<file path="config.mk">
export PLATFORM = sky130hd
export DESIGN_NAME = pipe_hazard_ctrl
export DESIGN_NICKNAME = d
export VERILOG_FILES = /design/src/rtl/pipe_hazard_ctrl.sv
export SDC_FILE = /design/constraint.sdc
export NUM_CORES = 1
export LEC_CHECK = 0
export CORE_AREA = 2 2 39 41
export DETAILED_ROUTE_END_ITERATION = 12
export DIE_AREA = 0 0 41 43
export DONT_BUFFER_PORTS = 1
export GPL_ROUTABILITY_DRIVEN = 0
export PLACE_DENSITY_LB_ADDON = 0.08
export SYNTH_ARGS = -nofsm -noshare
export SYNTH_HDL_FRONTEND = slang
export SYNTH_SLANG_ARGS = --single-unit
export TNS_END_PERCENT = 1
</file>
<file path="constraint.sdc">
create_clock -name vclk -period 1.9
set_input_delay 0.38 -clock vclk [all_inputs]
set_output_delay 0.38 -clock vclk [all_outputs]
set_load 0.02 [all_outputs]
</file>
<file path="src/rtl/pipe_hazard_ctrl.sv">
module pipe_hazard_ctrl #(
  parameter int REGW = 5,
  parameter int ADDRW = 32,
  parameter int CAUSEW = 5,
  parameter logic [ADDRW-1:0] TRAP_ADDR = 32'h8000_0180,
  parameter logic [CAUSEW-1:0] OVF_CAUSE = 1
) (
  input  logic              clk,
  input  logic              rst_n,
  input  logic [REGW-1:0]   id_src_a,
  input  logic [REGW-1:0]   id_src_b,
  input  logic              ex_is_load,
  input  logic [REGW-1:0]   ex_dst,
  input  logic              id_br_taken,
  input  logic              ex_overflow,
  output logic              pc_we,
  output logic              ifid_we,
  output logic              idex_bubble,
  output logic              if_flush,
  output logic              idex_flush,
  output logic              exmem_flush,
  output logic              pc_trap_sel,
  output logic              epc_we,
  output logic              cause_we,
  output logic [CAUSEW-1:0] cause_code,
  output logic [ADDRW-1:0]  trap_addr
);

  logic load_use;
  logic squash_br;
  logic hold;

  assign load_use  = ex_is_load && ((ex_dst == id_src_a) || (ex_dst == id_src_b));
  assign squash_br = id_br_taken && !ex_overflow;
  assign hold      = load_use && !id_br_taken && !ex_overflow;

  assign pc_we       = !hold;
  assign ifid_we     = !hold;
  assign idex_bubble = hold;

  assign if_flush    = ex_overflow || squash_br;
  assign idex_flush  = ex_overflow;
  assign exmem_flush = ex_overflow;
  assign pc_trap_sel = ex_overflow;
  assign epc_we      = ex_overflow;
  assign cause_we    = ex_overflow;

  assign cause_code = OVF_CAUSE;
  assign trap_addr  = TRAP_ADDR;

  // overflow squashes three stages and redirects fetch
  p_ovf_squash_r5: assert property (@(posedge clk) disable iff (!rst_n)
    ex_overflow |-> (if_flush && idex_flush && exmem_flush && pc_trap_sel));

  // fault capture enables move together with the trap select
  p_capture_r6: assert property (@(posedge clk) disable iff (!rst_n)
    (epc_we || cause_we) |-> (pc_trap_sel && epc_we && cause_we));

  // a bubble always comes with a frozen front end
  p_freeze_r2: assert property (@(posedge clk) disable iff (!rst_n)
    idex_bubble |-> (!pc_we && !ifid_we && !if_flush));

  // a taken branch without fault touches only the fetch register
  p_branch_r4: assert property (@(posedge clk) disable iff (!rst_n)
    (id_br_taken && !ex_overflow) |-> (if_flush && !idex_flush && !exmem_flush && pc_we));

  // a matching load with nothing higher priority must hold
  p_hold_r1: assert property (@(posedge clk) disable iff (!rst_n)
    (ex_is_load && (ex_dst == id_src_a) && !id_br_taken && !ex_overflow) |-> idex_bubble);

endmodule

</file>
==> results_dict.tcl, run 1 <==
set metrics [dict create \
    die_y_microns 43 \
    drt_iter0_markers 0 \
    cp-start-kind "input port" \
    finalCritPeriodShare 0.773 \
    cts_hold_buf 0 \
    ys_types 9 \
    slowest_stage "o22a_1" \
    grt.overflow.total 0 \
    diodes 0 \
    grt_antenna_before_repair 0 \
    leakagePower_nw 0.155 \
    avgSynthCellArea_sq_um 7.49 \
    tns_ns 0 \
    p_total_mw 0.0942 \
    ff_latch_area_sq_um 0 \
    endpoint_kind "primary output" \
    yosys.area.top_type "buf_4" \
    hold_class "in -> out" \
    final.setup.worst_slack_ns 0.432 \
    synth_xor_area_frac 0.186 \
    min_to "idex_flush" \
    power.density_mw_per_mm2 306 \
    fin_area_sq_um 308 \
    postSynthCellCount 63 \
    ir_drop_mv 0.0762 \
    cp_max_fo 2 \
    rows 14 \
    drc 0 \
    yosys.area_share.simple 0.0822 \
    synth_adder_area_share 0 \
    synthMuxAreaShare 0 \
    cp_cell_sequence "xnor2_1 > nand4_1 > o22a_1" \
    drt-total-wl_microns 548 \
    cp.arrival_ns 1.09 \
    dpl_cell_area_sq_um 308 \
    max_freq_mhz 681 \
    grt_pass1_vias 133 \
    cp_slowest_stage_delay_ns 0.38 \
    syn_area_sq_um 472 \
    cap_violations 0 \
    synth_top_cell_area_share 0.684 \
    drive_gt1_frac 0.0536 \
    dp_hpwl_microns 543 \
    post_cts_resized 0 \
    crit_type "in -> out" \
    io_pins 66 \
    min_period_ns 1.47 \
    synth_compound_area_frac 0.0318 \
    grt_max_degree 8 \
    place_ws_ns 0.394 \
    postCtsSetupRepairBufs 0 \
    yosysSeqAreaShare 0 \
    num_vias 230 \
    outcome "completed" \
    hold_start "ex_overflow" \
    synthTopCellsByArea "buf_4 68%, xnor2_1 19%, nand4_1 2.7%" \
    final_nets 78 \
    wl_per_cell_microns 7.61 \
    core_area_sq_mm 0.00138 \
    grt_usage 0.0410 \
    drv_slew 0 \
    dr.pass1.iters 1 \
    cp_data_required_time_ns 1.52 \
    die_w_microns 41 \
    seq_cell_count 0 \
    rsz0062_at_grt "no" \
    final_cell_mix "37 x conb_1, 10 x xnor2_1, 2 x nand2_1, 2 x nand4_1" \
    die_area_sq_mm 0.00176 \
    syn_to_final_growth_pct -34.7 \
    start_util 0.341 \
    holdPathStages 0 \
    hold_viol 0 \
    viasPerCell 3.19 \
    io_buffers 0 \
    ant_nets 0 \
    nClkBuffers 0 \
    setup_violations 0 \
    synth_top_family_by_area "buffers and inverters" \
    grt_pass1_wl_microns 545 \
    layout_commonest_cell "conb_1" \
    yosys_warnings 0 \
]
[Yosys cell counts, drive strengths merged]
| library cell | number |
|---|---|
| buf | 43 |
| xnor2 | 10 |
| conb | 2 |
| nand2 | 2 |
| nand4 | 2 |
| nor3b | 1 |
| o22a | 1 |
| o22ai | 1 |
| or2 | 1 |
[power breakdown]
| group | switching (mW) | internal (mW) | leakage, nW |
|---|---|---|---|
| registers | 0 | 0 | 0 |
| clock network | 0 | 0 | 0 |
| logic | 0.0761 | 0.0181 | 0.155 |
| total | 0.0761 | 0.0181 | 0.155 |
[cell families (layout without fill, tap and decap cells)]
group                     after synthesis  after routing
buffers and inverters                  43              1
xor gates and xnor gates               10             10
and+or+nand+nor                         6              6
other                                   2             37
AOI/OAI and AO/OA                       2              2
[per-layer routing]
metal | vias to the layer above | routed length [microns] | track usage
met1 | 89 | 170 | 0.0728
met5 | - | 0 | 0
li1 | 103 | - | -
met4 | 0 | 0 | 0
met3 | 0 | 146 | 0.00524
met2 | 38 | 231 | 0.0531
[how the worst max path moves through the flow]
stage,from,endpoint,slack [ns],cells after the start
floorplan,id_br_taken,pc_we,0.40,4
global placement,ex_dst[4],pc_we,0.42,3
detailed placement,ex_dst[4],pc_we,0.39,3
CTS,ex_dst[4],pc_we,0.39,3
global route,ex_dst[4],ifid_we,0.35,3
finish,ex_dst[4],ifid_we,0.43,3
[final cells by class]
type | instances | area [sq um]
Timing Repair Buffer | 1 | 7.51
Fill cell | 164 | 1080
Tap cell | 16 | 20.0
Multi-Input combinational cell | 55 | 280
[worst max-delay path: cells and delay by family]
kind | cells | cell delay [ns]
AOI/OAI and AO/OA | 1 | 0.38
and+or+nand+nor | 1 | 0.15
xor gates and xnor gates | 1 | 0.17
[through the flow]
step                instances   util  hold slack (ns)
global placement           72  0.222            0.761
CTS                        72  0.222            0.761
floorplan                  98      -            0.873
finish                     72  0.222            0.761
global route               72  0.222            0.760
detailed placement         72  0.222            0.761
Power figures use the tool's default switching activity.
==> inputs of run 2 (changes only) <==
==> constraint.sdc (replaced) <==
create_clock -name vclk -period 1.4
set_input_delay 0.28 -clock vclk [all_inputs]
set_output_delay 0.28 -clock vclk [all_outputs]
set_load 0.02 [all_outputs]
==> results of run 2 <==
Same layout as run 1 (identical final DEF). Status: completed.
Main changes from that run: setup slack after placement 0.394 ns -> 0.0936 ns; setup slack after layout 0.432 ns -> 0.132 ns; hold slack 0.761 ns -> 0.561 ns; total power 0.0942 mW -> 0.128 mW; worst IR drop on VDD 0.0762 mV -> 0.103 mV
